`config.mk`:
```
export PLATFORM = sky130hd
export DESIGN_NAME = local_countdown_timer
export DESIGN_NICKNAME = d
export VERILOG_FILES = /design/src/rtl/ltmr_pkg.sv /design/src/rtl/ltmr_datapath.sv /design/src/rtl/ltmr_ctrl.sv /design/src/rtl/local_countdown_timer.sv
export SDC_FILE = /design/constraint.sdc
export NUM_CORES = 1
export LEC_CHECK = 0
export ABC_AREA = 1
export ABC_CLOCK_PERIOD_IN_PS = 7200
export CORE_UTILIZATION = 45
export CTS_BUF_LIST = sky130_fd_sc_hd__clkbuf_4 sky130_fd_sc_hd__clkbuf_8
export DETAILED_ROUTE_END_ITERATION = 6
export DONT_BUFFER_PORTS = 1
export GPL_TIMING_DRIVEN = 1
export HOLD_SLACK_MARGIN = 0.06
export PLACE_DENSITY_LB_ADDON = 0.2
export SETUP_SLACK_MARGIN = 0.3
export SYNTH_ARGS = -nofsm -noshare
export SYNTH_HDL_FRONTEND = slang
export SYNTH_SLANG_ARGS = --single-unit
```
`constraint.sdc`:
```
create_clock -name clk -period 7.2 [get_ports clk]
set_input_delay 1.08 -clock clk [delete_from_list [all_inputs] [get_ports clk]]
set_output_delay 1.08 -clock clk [all_outputs]
set_load 0.05 [all_outputs]
```
`src/rtl/ltmr_pkg.sv`:
```
package ltmr_pkg;
  localparam int PRE_W = 7;

  localparam logic [1:0] SEL_DIV   = 2'd0;
  localparam logic [1:0] SEL_INIT  = 2'd1;
  localparam logic [1:0] SEL_ENTRY = 2'd2;

  localparam logic [2:0] DLV_FIXED = 3'd0;
  localparam logic [2:0] DLV_SMI   = 3'd2;
  localparam logic [2:0] DLV_NMI   = 3'd4;
  localparam logic [2:0] DLV_EXT   = 3'd7;

  typedef struct packed {
    logic loadDiv;
    logic loadInit;
    logic loadEntry;
    logic dec;
    logic reload;
    logic halt;
  } tmrStrobe_t;
endpackage

```
`src/rtl/ltmr_datapath.sv`:
```
module ltmr_datapath
  import ltmr_pkg::*;
#(
  parameter int CNT_W = 32
) (
  input  logic             clk,
  input  logic             rst_n,
  input  tmrStrobe_t       strobe,
  input  logic [31:0]      wrData,
  output logic             running,
  output logic             tick,
  output logic             countIsOne,
  output logic             entryPeriodic,
  output logic             entryMask,
  output logic [2:0]       entryMode,
  output logic [7:0]       entryVec,
  output logic [CNT_W-1:0] curCount,
  output logic [CNT_W-1:0] initCount,
  output logic [3:0]       divCfg
);
  localparam int ENTRY_W = 18;

  logic [PRE_W-1:0]   preCnt;
  logic [ENTRY_W-1:0] entryReg;
  logic [2:0]         divCode;
  logic [2:0]         shiftAmt;
  logic [PRE_W:0]     preMaskWide;
  logic [PRE_W-1:0]   preMask;

  assign divCode     = {divCfg[3], divCfg[1:0]};
  assign shiftAmt    = divCode + 3'd1;
  assign preMaskWide = ({{PRE_W{1'b0}}, 1'b1} << shiftAmt) - 1'b1;
  assign preMask     = preMaskWide[PRE_W-1:0];
  assign tick        = (preCnt & preMask) == preMask;
  assign countIsOne  = curCount == CNT_W'(1);

  assign entryVec      = entryReg[7:0];
  assign entryMode     = entryReg[10:8];
  assign entryMask     = entryReg[16];
  assign entryPeriodic = entryReg[17];

  always_ff @(posedge clk) begin
    if (!rst_n) begin
      preCnt   <= '0;
      divCfg   <= '0;
      entryReg <= ENTRY_W'(1) << 16;
    end else begin
      preCnt <= strobe.loadInit ? '0 : preCnt + 1'b1;
      if (strobe.loadDiv)   divCfg   <= wrData[3:0] & 4'hB;
      if (strobe.loadEntry) entryReg <= wrData[ENTRY_W-1:0];
    end
  end

  always_ff @(posedge clk) begin
    if (!rst_n) begin
      curCount  <= '0;
      initCount <= '0;
      running   <= 1'b0;
    end else if (strobe.loadInit) begin
      curCount  <= wrData[CNT_W-1:0];
      initCount <= wrData[CNT_W-1:0];
      running   <= wrData[CNT_W-1:0] != '0;
    end else if (strobe.reload) begin
      curCount <= initCount;
    end else if (strobe.halt) begin
      curCount <= '0;
      running  <= 1'b0;
    end else if (strobe.dec) begin
      curCount <= curCount - 1'b1;
    end
  end

  a_r3_load_takes_value: assert property (@(posedge clk) disable iff (!rst_n)
    strobe.loadInit |=> curCount == $past(wrData[CNT_W-1:0]));
  a_r1_div_bits_kept: assert property (@(posedge clk) disable iff (!rst_n)
    strobe.loadDiv |=> divCfg == ($past(wrData[3:0]) & 4'hB));
  a_r6_idle_holds: assert property (@(posedge clk) disable iff (!rst_n)
    (!running && !strobe.loadInit) |=> $stable(curCount));
  a_r4_step_by_one: assert property (@(posedge clk) disable iff (!rst_n)
    (running && !strobe.loadInit && !strobe.reload)
      |=> (curCount == $past(curCount) || curCount == $past(curCount) - 1'b1));
endmodule

```
`src/rtl/ltmr_ctrl.sv`:
```
module ltmr_ctrl
  import ltmr_pkg::*;
(
  input  logic       clk,
  input  logic       rst_n,
  input  logic       wrEn,
  input  logic [1:0] wrSel,
  input  logic       running,
  input  logic       tick,
  input  logic       countIsOne,
  input  logic       entryPeriodic,
  input  logic       entryMask,
  input  logic [2:0] entryMode,
  input  logic [7:0] entryVec,
  output tmrStrobe_t strobe,
  output logic       vecReq,
  output logic [7:0] vecNum,
  output logic       smiReq,
  output logic       nmiReq,
  output logic       extReq
);
  logic expire;

  always_comb begin
    strobe.loadDiv   = wrEn && wrSel == SEL_DIV;
    strobe.loadInit  = wrEn && wrSel == SEL_INIT;
    strobe.loadEntry = wrEn && wrSel == SEL_ENTRY;
    strobe.dec       = running && tick && !strobe.loadInit;
    expire           = strobe.dec && countIsOne;
    strobe.reload    = expire && entryPeriodic;
    strobe.halt      = expire && !entryPeriodic;
  end

  always_ff @(posedge clk) begin
    if (!rst_n) begin
      vecReq <= 1'b0;
      vecNum <= '0;
      smiReq <= 1'b0;
      nmiReq <= 1'b0;
      extReq <= 1'b0;
    end else begin
      vecReq <= 1'b0;
      smiReq <= 1'b0;
      nmiReq <= 1'b0;
      extReq <= 1'b0;
      if (expire && !entryMask) begin
        case (entryMode)
          DLV_FIXED: begin
            vecReq <= 1'b1;
            vecNum <= entryVec;
          end
          DLV_SMI: smiReq <= 1'b1;
          DLV_NMI: nmiReq <= 1'b1;
          DLV_EXT: extReq <= 1'b1;
          default: ;
        endcase
      end
    end
  end

  a_r9_one_line: assert property (@(posedge clk) disable iff (!rst_n)
    $onehot0({vecReq, smiReq, nmiReq, extReq}));
  a_r7_masked_silent: assert property (@(posedge clk) disable iff (!rst_n)
    (expire && entryMask) |=> !(vecReq || smiReq || nmiReq || extReq));
  a_r8_req_after_expiry: assert property (@(posedge clk) disable iff (!rst_n)
    (vecReq || smiReq || nmiReq || extReq) |-> $past(expire));
  a_r6_no_expiry_idle: assert property (@(posedge clk) disable iff (!rst_n)
    !running |-> !expire);
endmodule

```
`src/rtl/local_countdown_timer.sv`:
```
module local_countdown_timer
  import ltmr_pkg::*;
#(
  parameter int CNT_W = 32
) (
  input  logic             clk,
  input  logic             rst_n,
  input  logic             wrEn,
  input  logic [1:0]       wrSel,
  input  logic [31:0]      wrData,
  output logic [CNT_W-1:0] curCount,
  output logic [CNT_W-1:0] initCount,
  output logic [3:0]       divCfg,
  output logic             vecReq,
  output logic [7:0]       vecNum,
  output logic             smiReq,
  output logic             nmiReq,
  output logic             extReq
);
  tmrStrobe_t strobe;
  logic       running, tick, countIsOne;
  logic       entryPeriodic, entryMask;
  logic [2:0] entryMode;
  logic [7:0] entryVec;

  ltmr_ctrl u_ctrl (
    .clk(clk), .rst_n(rst_n), .wrEn(wrEn), .wrSel(wrSel),
    .running(running), .tick(tick), .countIsOne(countIsOne),
    .entryPeriodic(entryPeriodic), .entryMask(entryMask),
    .entryMode(entryMode), .entryVec(entryVec), .strobe(strobe),
    .vecReq(vecReq), .vecNum(vecNum), .smiReq(smiReq),
    .nmiReq(nmiReq), .extReq(extReq)
  );

  ltmr_datapath #(.CNT_W(CNT_W)) u_dp (
    .clk(clk), .rst_n(rst_n), .strobe(strobe), .wrData(wrData),
    .running(running), .tick(tick), .countIsOne(countIsOne),
    .entryPeriodic(entryPeriodic), .entryMask(entryMask),
    .entryMode(entryMode), .entryVec(entryVec),
    .curCount(curCount), .initCount(initCount), .divCfg(divCfg)
  );
endmodule

```
## Word-level counts from Yosys, hierarchy flattened

Cells that the tools add are included.

| word-level totals | value |
|---|---|
| bits in registers | 105 |
| input bits | 37 |
| output and inout port bits | 80 |
| word-level logic and storage cells | 58 |

| operators by class | value |
|---|---|
| multiplexer cells | 11 |
| reduce and logical (&&, ||, !) cells | 21 |
| bitwise logic cells | 2 |
| eq/ne operators | 8 |
| $add $sub $neg | 4 |
| shift operators | 1 |

Operator list:

| cell | count |
|---|---|
| 32-bit 2-to-1 mux | 4 |
| 32-bit by 1-bit equality test with 1-bit output (second input constant) | 1 |
| 32-bit nonzero test | 1 |
| 32-bit by 1-bit subtractor with 32-bit output (second input constant) | 1 |
| 1-bit logical AND | 9 |
| 7-bit by 1-bit adder with 7-bit output (second input constant) | 1 |
| 7-bit bitwise AND | 1 |
| 7-bit equality test | 1 |
| 1-bit 2-to-1 mux | 7 |
| 1-bit by 3-bit << shifter with 7-bit output (first input constant) | 1 |
| 7-bit by 1-bit subtractor with 7-bit output (second input constant) | 1 |
| 3-bit equality test (second input constant) | 2 |
| 2-bit AND reduction | 3 |
| 4-bit nonzero test | 1 |
| 3-bit by 1-bit adder with 3-bit output (second input constant) | 1 |
| 3-bit by 2-bit equality test with 1-bit output (second input constant) | 1 |
| 1-bit zero test | 3 |
| 3-bit zero test | 1 |
| 2-bit by 1-bit equality test with 1-bit output (second input constant) | 1 |
| 2-bit equality test (second input constant) | 1 |
| 2-bit zero test | 1 |
| 2-bit by 1-bit inequality test with 1-bit output (second input constant) | 1 |
| 2-bit nonzero test | 1 |
| 2-bit OR reduction | 1 |
| 1-bit NOT | 1 |

## Depth between registers and ports, before layout

Gate-level depths: netlist (run 1).

| logic depth | value |
|---|---|
| depth in word-level cells | 12 |
| mapped depth | 17 |
| depth with buffers taken out | 16 |

## By module

Synthesis (run 1) repeated with hierarchy kept, for this count alone.

| second synthesis, totals | value |
|---|---|
| cell total of the unflattened synthesis | 773 |
| area, all modules | 5,252.5 µm² |

Modules (own cells, without submodules):

| module | times used | cells an instance | sequential area each (µm²) | area an instance (µm²) |
|---|---|---|---|---|
| ltmr_datapath | 1 | 691 | 1,761.7 | 4,677.0 |
| ltmr_ctrl | 1 | 82 | 240.2 | 575.6 |

## Worst setup path after synthesis (run 1)

No wires, ideal clock.

| timing | value |
|---|---|
| path type | reg-to-reg |
| from | register u_dp.divCfg[1] |
| to | register u_ctrl.vecNum[0] |
| arrival time | 2.615 ns |
| library setup time | 0.113 ns |
| buffers on the path | 1 |
| stages on the path, launching flop included | 16 |
| required time | 7.087 ns |
| setup slack | 4.472 ns |
| clock period less this slack | 2.728 ns |
| path through | dfxtp_1 -> nand2_1 -> inv_1 -> ha_1 -> nand3_1 -> ha_1 -> nand4_1 -> nand3b_1 -> nand2_1 -> nor2_4 -> nand4_4 -> nor2_8 -> nand3_4 -> buf_6 -> nor2_1 -> nor2_1 |

| between the ends | value |
|---|---|
| word-level cells in the longest chain between the ends | 10 |

Ends and longest elaborated chain:

| what | RTL line | RTL |
|---|---|---|
| start: declaration | ltmr_datapath.sv:19 | `output logic [3:0] divCfg` |
| start signal: assignment | ltmr_datapath.sv:49 | `if (strobe.loadDiv) divCfg <= wrData[3:0] & 4'hB;` |
| 3-bit by 1-bit adder with 3-bit output (*) | ltmr_datapath.sv:31 | `assign shiftAmt = divCode + 3'd1;` |
| 1-bit by 3-bit << shifter with 7-bit output (*) | ltmr_datapath.sv:32 | `assign preMaskWide = ({{PRE_W{1'b0}}, 1'b1} << shiftAmt) - 1'b1;` |
| 7-bit by 1-bit subtractor with 7-bit output (*) | ltmr_datapath.sv:32 |  |
| 7-bit bitwise AND | ltmr_datapath.sv:34 | `assign tick = (preCnt & preMask) == preMask;` |
| 7-bit equality test (*) | ltmr_datapath.sv:34 |  |
| 1-bit logical AND (*) (2 in series) | ltmr_ctrl.sv:28 | `strobe.dec = running && tick && !strobe.loadInit;` |
| 1-bit logical AND (*) | ltmr_ctrl.sv:29 | `expire = strobe.dec && countIsOne;` |
| 1-bit logical AND (*) | ltmr_ctrl.sv:46 | `if (expire && !entryMask) begin` |
| 2-bit AND reduction (no source line) (*) | -- |  |
| end signal: assignment | ltmr_ctrl.sv:50 | `vecNum <= entryVec;` |
| end: declaration | ltmr_ctrl.sv:17 | `output logic [7:0] vecNum,` |

Every way passes the cells marked *; elsewhere a longest branch is shown, timed or not.
A chain may end at the register's enable or synchronous reset.

## Final worst setup path (run 1)

| timing | value |
|---|---|
| from | register u_dp.divCfg[0] |
| to | register u_dp.running |

| between the ends | value |
|---|---|
| word-level cells in the longest chain between the ends | 11 |
| elaborated cells on any way between the ends | 13 |
| those cells by class | 2 x add/sub; 2 x eq/ne; 1 x shift; 1 x bitwise; 7 x reduce/logical |

Ends and longest elaborated chain:

| what | RTL line | RTL |
|---|---|---|
| 3-bit by 1-bit adder with 3-bit output (*) | ltmr_datapath.sv:31 |  |
| 1-bit by 3-bit << shifter with 7-bit output (*) | ltmr_datapath.sv:32 |  |
| 7-bit by 1-bit subtractor with 7-bit output (*) | ltmr_datapath.sv:32 |  |
| 7-bit bitwise AND | ltmr_datapath.sv:34 |  |
| 7-bit equality test (*) | ltmr_datapath.sv:34 |  |
| 1-bit logical AND (*) (2 in series) | ltmr_ctrl.sv:28 |  |
| 1-bit logical AND (*) | ltmr_ctrl.sv:29 |  |
| 1-bit logical AND (on tied branches) | ltmr_ctrl.sv:30, ltmr_ctrl.sv:31 |  |
| 2-bit by 1-bit inequality test with 1-bit output (no source line) / 2-bit nonzero test (equally long branches) | -- |  |
| 2-bit AND reduction (no source line) (*) | -- |  |
| end signal: assignment | ltmr_datapath.sv:58 | `running <= 1'b0;` |
| end signal: assignment | ltmr_datapath.sv:62 | `running <= wrData[CNT_W-1:0] != '0;` |
| end signal: assignment | ltmr_datapath.sv:67 | `running <= 1'b0;` |
| end: declaration | ltmr_datapath.sv:10 | `output logic running,` |

Marks and branches as above.

==> impl_metrics.csv, run 1 <==
group,metric,value,unit
clock_network,cts.htree.levels,3,
drt,routed_wl,15700,µm
sta,tns,0,ns
yosys,post-synth-top-count-cell,"nand2_1",
global_routing,grt_pass1_vias,4882,
placement,port_buffers,0,
placement,hpwl,11400,µm
yosys,synthArstFlopShare,0,
sta,rsz0062_at_grt,"no",
yosys,synth.area.top_cells,"dfxtp_1 36%, nand2_1 14%, o21ai_0 8.0%",
drt,vias,5193,
sta,max_freq,250,MHz
final_layout,final_core_util,0.478,
clock_network,hold_buffers,0,
clock_network,root_buffer,"clkbuf_8",
sta,setup_violations,0,
drt,vias_per_cell,5.39,
setup_path,cp.arrival,4.26,ns
setup_path,cp_slowest_cell,"inv_1",
power,powerDensity,212,nW/µm²
min_path,hold-path-endpoint,"u_dp.entryReg[7]",
yosys,synth-seq-area-share,0.362,
global_routing,grt_max_degree,67,
global_routing,grt_usage,0.256,
placement,place_congestion,0.918,
yosys,synth_cell_types,33,
global_routing,antenna_found_initial,0,
floorplan,io_pins,117,
yosys,synth-main-ff-cell,"dfxtp_1",
setup_path,reg2reg_depth,14,
yosys,yosysWarnings,0,
final_layout,n_fill_cell,1252,
global_routing,grt-ovfl-total,0,
setup_path,cp_common_cell,"nand3_1",
yosys,syn_area_per_cell,6.63,µm²
setup_path,r2r_setup_slack,3.20,ns
floorplan,coreArea,12000,µm²
clock_network,cts_tree,"yes",
setup_path,max_stage_delay,0.96,ns
power,peakVddDrop,0.0907,mV
floorplan,chipWidth,113,µm
sta,finalHoldViolations,0,
setup_path,reg2reg_from,"u_dp.divCfg[0]",
sta,finalClockSkew,0.0188,ns
setup_path,start_kind,"register",
drt,wl_per_cell,16.3,µm
yosys,synth_commonest_cells,"208 x nand2_1, 100 x dfxtp_1, 100 x inv_1, 88 x o21ai_0, 70 x nand3_1",
final_layout,final_nets,854,
drt,drt.antenna.violating_nets,0,
drt,dr.pass1.iters,5,
power,power.leakage,0.00239,µW
sta,final.min_clock_period,4.00,ns
final_layout,area_delta_synth_final,3.78,%
min_path,min-delay-start,"u_dp.entryReg[7]",
sta,drv_slew,0,
final_layout,drive_gt1_frac,0.0478,
yosys,netlist_instances,834,
global_routing,grt_pass1_wl,25500,µm
sta,period_share,0.556,
clock_network,cts_buffers,9,
yosys,synth_nets,877,
clock_network,cts.sinks,100,
drt,drcViolationCount,0,
sta,tightest_slew,1.25,ns
sta,maxSlewHeadroom,0.164,
floorplan,die_area,12700,µm²
min_path,whs_path_depth,2,
job,cap_violations,0,
yosys,ys_seq_elements,100,
clock_network,cts_setup_buffers,0,
setup_path,worstPathRequired,7.45,ns
setup_path,critPathMaxFanout,35,
final_layout,n_antenna_cell,0,
clock_network,cts_buffer_depth,2,
yosys,synth_edf_count,0,
setup_path,cp-end-kind,"register",
run_status,status,"finished clean",
yosys,synth_top_area_share,0.362,
clock_network,worstSkewPairLatency,0.39,ns
floorplan,start_util,0.460,
yosys,netlist_area,5530,µm²
setup_path,timing.rr.end,"u_dp.running",
clock_network,ctsResizeCount,0,
clock_network,cts.clk_slew.worst_paths,0.10,ns
setup_path,critical_path_class,"register to register",
min_path,hold_class,"register to register",
floorplan,num_rows,40,
floorplan,die_y,113,µm
setup_path,cp_cell_sequence,"nand2_1 > inv_1 > ha_1 > nand3_1 > ha_1 > nand4_1 > nand3b_1 > nand2_1 > nor2_4 > nand4_4 > inv_1 > nand3_1 > nand3_1 > a21oi_1",
yosys,yosysTopAreaCell,"dfxtp_1",
drt,drtIter0Drc,424,
worst max-delay path, delay by kind of cell (launching register included):
family | cells | cell delay (ns)
AOI/OAI and AO/OA | 1 | 0.07
adders and majority gates | 2 | 0.53
buffers and inverters | 2 | 1.06
DFF | 1 | 0.80
and+or+nand+nor | 9 | 1.38
final cells by class:
cell class | instances | area (µm²) | share of cell area
clock buffers | 10 | 131 | 0.0229
clock inverters | 6 | 48.8 | 0.00850
inverters | 103 | 387 | 0.0674
multi-input cells | 594 | 2960 | 0.516
flip-flops and latches | 100 | 2000 | 0.349
well taps | 147 | 184 | 0.0321
repair buffers | 3 | 22.5 | 0.00392
worst max path at each step:
stage	cells past startpoint	slack [ns]	endpoint	from
2_1_floorplan	15	4.47	u_ctrl.vecNum[0]	u_dp.divCfg[1]
3_3_place_gp	9	3.29	u_dp.running	wrSel[0]
3_5_place_dp	9	3.16	u_dp.running	wrSel[0]
4_1_cts	14	3.17	u_dp.running	u_dp.divCfg[0]
5_1_grt	14	2.83	u_dp.running	u_dp.divCfg[3]
6_report	14	3.20	u_dp.running	u_dp.divCfg[0]
metrics by stage:
step	total power, µW	cells	hold slack, ns	area (µm²)	setup slack [ns]
2_1_floorplan	833	834	0.423	5530	4.47
3_3_place_gp	878	947	0.432	5560	3.29
3_5_place_dp	883	947	0.434	5560	3.16
4_1_cts	1230	963	0.451	5740	3.17
5_1_grt	1290	963	0.468	5740	2.83
6_report	1220	963	0.452	5740	3.20
state kept, by name, indices dropped and copies added (netlist names):
signal,flops
u_dp.preCnt,7
u_ctrl.vecNum,8
u_dp.running,1
u_dp.divCfg,3
u_dp.entryReg,13
u_ctrl.extReq,1
u_dp.curCount,32
u_dp.initCount,32
u_ctrl.nmiReq,1
u_ctrl.smiReq,1
u_ctrl.vecReq,1
logic make-up after synthesis:
family          share of synthesized area
xor+xnor                           0.0444
fa+ha+maj                          0.0136
flops                               0.362
buf+inv                             0.104
compound gates                      0.147
other cells                      0.000678
simple gates                        0.329
metal layers:
metal  vias up  global-route usage  share of wire
li1       2655                   -              -
met1      2369               0.316           0.43
met2       151               0.431           0.48
met3        18              0.0643          0.071
met4         0              0.0960          0.018
met5         -                   0              0
placed cells by master (no fill, tap or decap), types with 2 or more instances in the layout:
cell type   count
nand3_4         2
nor3_4          2
nor2_2          4
xor2_1         28
a21oi_1        53
clkinvlp_4      3
nand4_1        12
o21bai_1       10
o21ai_0        88
nor3_1         12
clkinv_4        2
nand2_1       208
nand3_1        70
nor4_1         14
nand4_4         2
inv_1          99
nand3_2         2
clkbuf_8        9
nor2_1         68
o21ai_1         6
dfxtp_1       100
inv_2           3
ha_1            6
buf_4           3
report_power, final:
part | internal [µW] | switching (µW) | leakage, µW
clock network | 132 | 212 | 0.0000825
logic | 82.4 | 145 | 0.00150
registers | 572 | 72.9 | 0.000813
total | 786 | 430 | 0.00239
Power figures use the tool's default switching activity.
==> run 2, diff against run 1 <==
- ABC_CLOCK_PERIOD_IN_PS: 7200 -> 3300
- clock period: 7.2 -> 3.3 ns (I/O delays scaled with it)
==> run 2 against run 1 <==
  * Clock power grew to 2.5 times the previous value
  * Sequential cell count unchanged
  * Die area unchanged
  * Sequential power increased by 120%
  * Largest cell class unchanged
  * Routed wire length up 4.5%
  * Utilization increased by 0.96 points
  * Register-to-register slack worse by 2.7 ns
  * Final area is 2.0% higher
  * Clock-buffer cell count shrank 1
  * Final cell count grew 1.1%
  * Via count up 1.9%
==> impl_metrics.csv, run 2 (synthesized netlist as in run 1, its figures left out) <==
group,metric,value,unit
final_layout,drive_gt1_frac,0.0605,
clock_network,cts_tree,"yes",
global_routing,grt_pass1_wl,26000,µm
clock_network,root_buffer,"clkbuf_8",
setup_path,cp.arrival,3.16,ns
final_layout,final_core_util,0.487,
drt,drcViolationCount,0,
final_layout,n_antenna_cell,0,
drt,wl_per_cell,16.8,µm
floorplan,start_util,0.460,
placement,hpwl,11600,µm
global_routing,grt_pass1_vias,5034,
sta,period_share,0.855,
setup_path,crit_end,"u_dp.curCount[10]",
run_status,status,"finished clean",
placement,port_buffers,0,
placement,place_congestion,0.883,
drt,drtIter0Drc,432,
final_layout,final_common_cell,"nand2_1",
sta,setup_violations,0,
clock_network,worstSkewPairLatency,0.40,ns
final_layout,n_fill_cell,1255,
clock_network,cts_buffer_depth,2,
sta,tightest_slew,0.771,ns
drt,vias_per_cell,5.43,
floorplan,num_rows,40,
drt,vias,5291,
setup_path,worstPathRequired,3.64,ns
setup_path,critical_path_class,"register to register",
global_routing,grt_max_degree,66,
setup_path,start_kind,"register",
sta,tns,0,ns
setup_path,crit_path_start,"u_dp.divCfg[1]",
final_layout,reg_top3,"u_dp.curCount: 32 flops, u_dp.initCount: 32 flops, u_dp.entryReg: 13 flops",
sta,maxSlewHeadroom,0.485,
floorplan,die_y,113,µm
setup_path,reg2reg_depth,16,
drt,routed_wl,16400,µm
drt,dr.pass1.iters,5,
power,powerDensity,474,nW/µm²
sta,finalClockSkew,0.0135,ns
clock_network,cts_buffers,9,
clock_network,ctsResizeCount,0,
clock_network,cts.htree.levels,3,
final_layout,final_cell_mix,"208 x nand2_1, 100 x dfxtp_1, 99 x inv_1",
setup_path,r2r_setup_slack,0.48,ns
sta,finalHoldViolations,0,
setup_path,timing.rr.end,"u_dp.curCount[10]",
setup_path,cp-end-kind,"register",
floorplan,chipWidth,113,µm
final_layout,area_delta_synth_final,5.86,%
global_routing,grt_usage,0.261,
sta,drv_slew,0,
clock_network,cts.clk_slew.worst_paths,0.11,ns
floorplan,coreArea,12000,µm²
clock_network,cts.sinks,100,
global_routing,antenna_found_initial,0,
power,peakVddDrop,0.266,mV
min_path,hold_class,"primary input to register",
setup_path,reg2reg_from,"u_dp.divCfg[1]",
sta,rsz0062_at_grt,"no",
drt,drt.antenna.violating_nets,0,
final_layout,final_nets,865,
sta,final.min_clock_period,2.82,ns
job,cap_violations,0,
clock_network,hold_buffers,0,
clock_network,cts_setup_buffers,0,
global_routing,grt-ovfl-total,0,
power,power.leakage,0.00247,µW
floorplan,die_area,12700,µm²
floorplan,io_pins,117,
sta,max_freq,354,MHz
setup_path,critPathMaxFanout,16,
sta,hold_slack,0.182,ns
## run 2: changes by cell type in the layout (fill, tap and decap cells not counted), moves of 2 or more
cell,previous run,this run
inv_6,1,5
clkinvlp_4,3,0
buf_4,3,13
clkinv_4,2,0
## run 2: final cells by class
| cell class | instances | area [µm²] | area share |
|---|---|---|---|
| tap | 147 | 184 | 0.0314 |
| sequential | 100 | 2000 | 0.342 |
| timing repair buffer | 13 | 97.6 | 0.0167 |
| inverter | 103 | 387 | 0.0661 |
| clock buffer | 9 | 124 | 0.0212 |
| multi-input combinational | 595 | 2970 | 0.508 |
| clock inverter | 7 | 85.1 | 0.0145 |
## run 2: critical path, cell delays in order, from the launching register on
cell      delay, ns
dfxtp_1        0.32
nand2_1        0.07
inv_1          0.06
ha_1           0.39
nand3_1        0.12
ha_1           0.25
inv_1          0.10
nand2_1        0.06
nand3b_1       0.07
nand2_1        0.09
nor2_4         0.15
nand4_4        0.18
nor2_4         0.50
nand3_1        0.15
nand2_1        0.09
nand2_1        0.05
a21oi_1        0.12
## run 2: worst min-delay path by stage
stage | from | to | slack, ns | cells past startpoint
global placement | u_dp.entryReg[7] | u_dp.entryReg[7] | 0.44 | 2
detailed placement | u_dp.entryReg[1] | u_dp.entryReg[1] | 0.44 | 2
global route | rst_n | u_dp.entryReg[16] | 0.18 | 1
CTS | rst_n | u_dp.entryReg[16] | 0.17 | 1
finish | rst_n | u_dp.entryReg[16] | 0.18 | 1
floorplan | u_dp.entryReg[0] | u_dp.entryReg[0] | 0.42 | 2
## run 2: routing by layer
metal,routed length (µm),global-route usage,vias to the layer above
met5,0,0,-
met4,271,0.100,0
met3,1210,0.0632,23
met2,7800,0.452,161
met1,7080,0.313,2434
li1,-,-,2673
## run 2: through the flow
stage	instances	total power [µW]	worst slack, ns	cell area (µm²)
after floorplan	834	1820	0.572	5530
after global placement	957	1920	0.646	5630
after detailed placement	957	1930	0.487	5630
after CTS	973	2790	0.453	5840
after global routing	974	2920	0.310	5850
final	974	2770	0.479	5850
## run 2: power breakdown
group          internal, µW  switching, µW
combinational           185            336
sequential             1250            141
clock                   370            492
total                  1800            970
==> run 3, diff against run 2 <==
- CTS_BUF_LIST: sky130_fd_sc_hd__clkbuf_4 sky130_fd_sc_hd__clkbuf_8 -> sky130_fd_sc_hd__clkbuf_8
- SLEW_MARGIN: unset -> 5
==> results of run 3 <==
No change in the layout: final DEF, timing and power equal those of run 2.
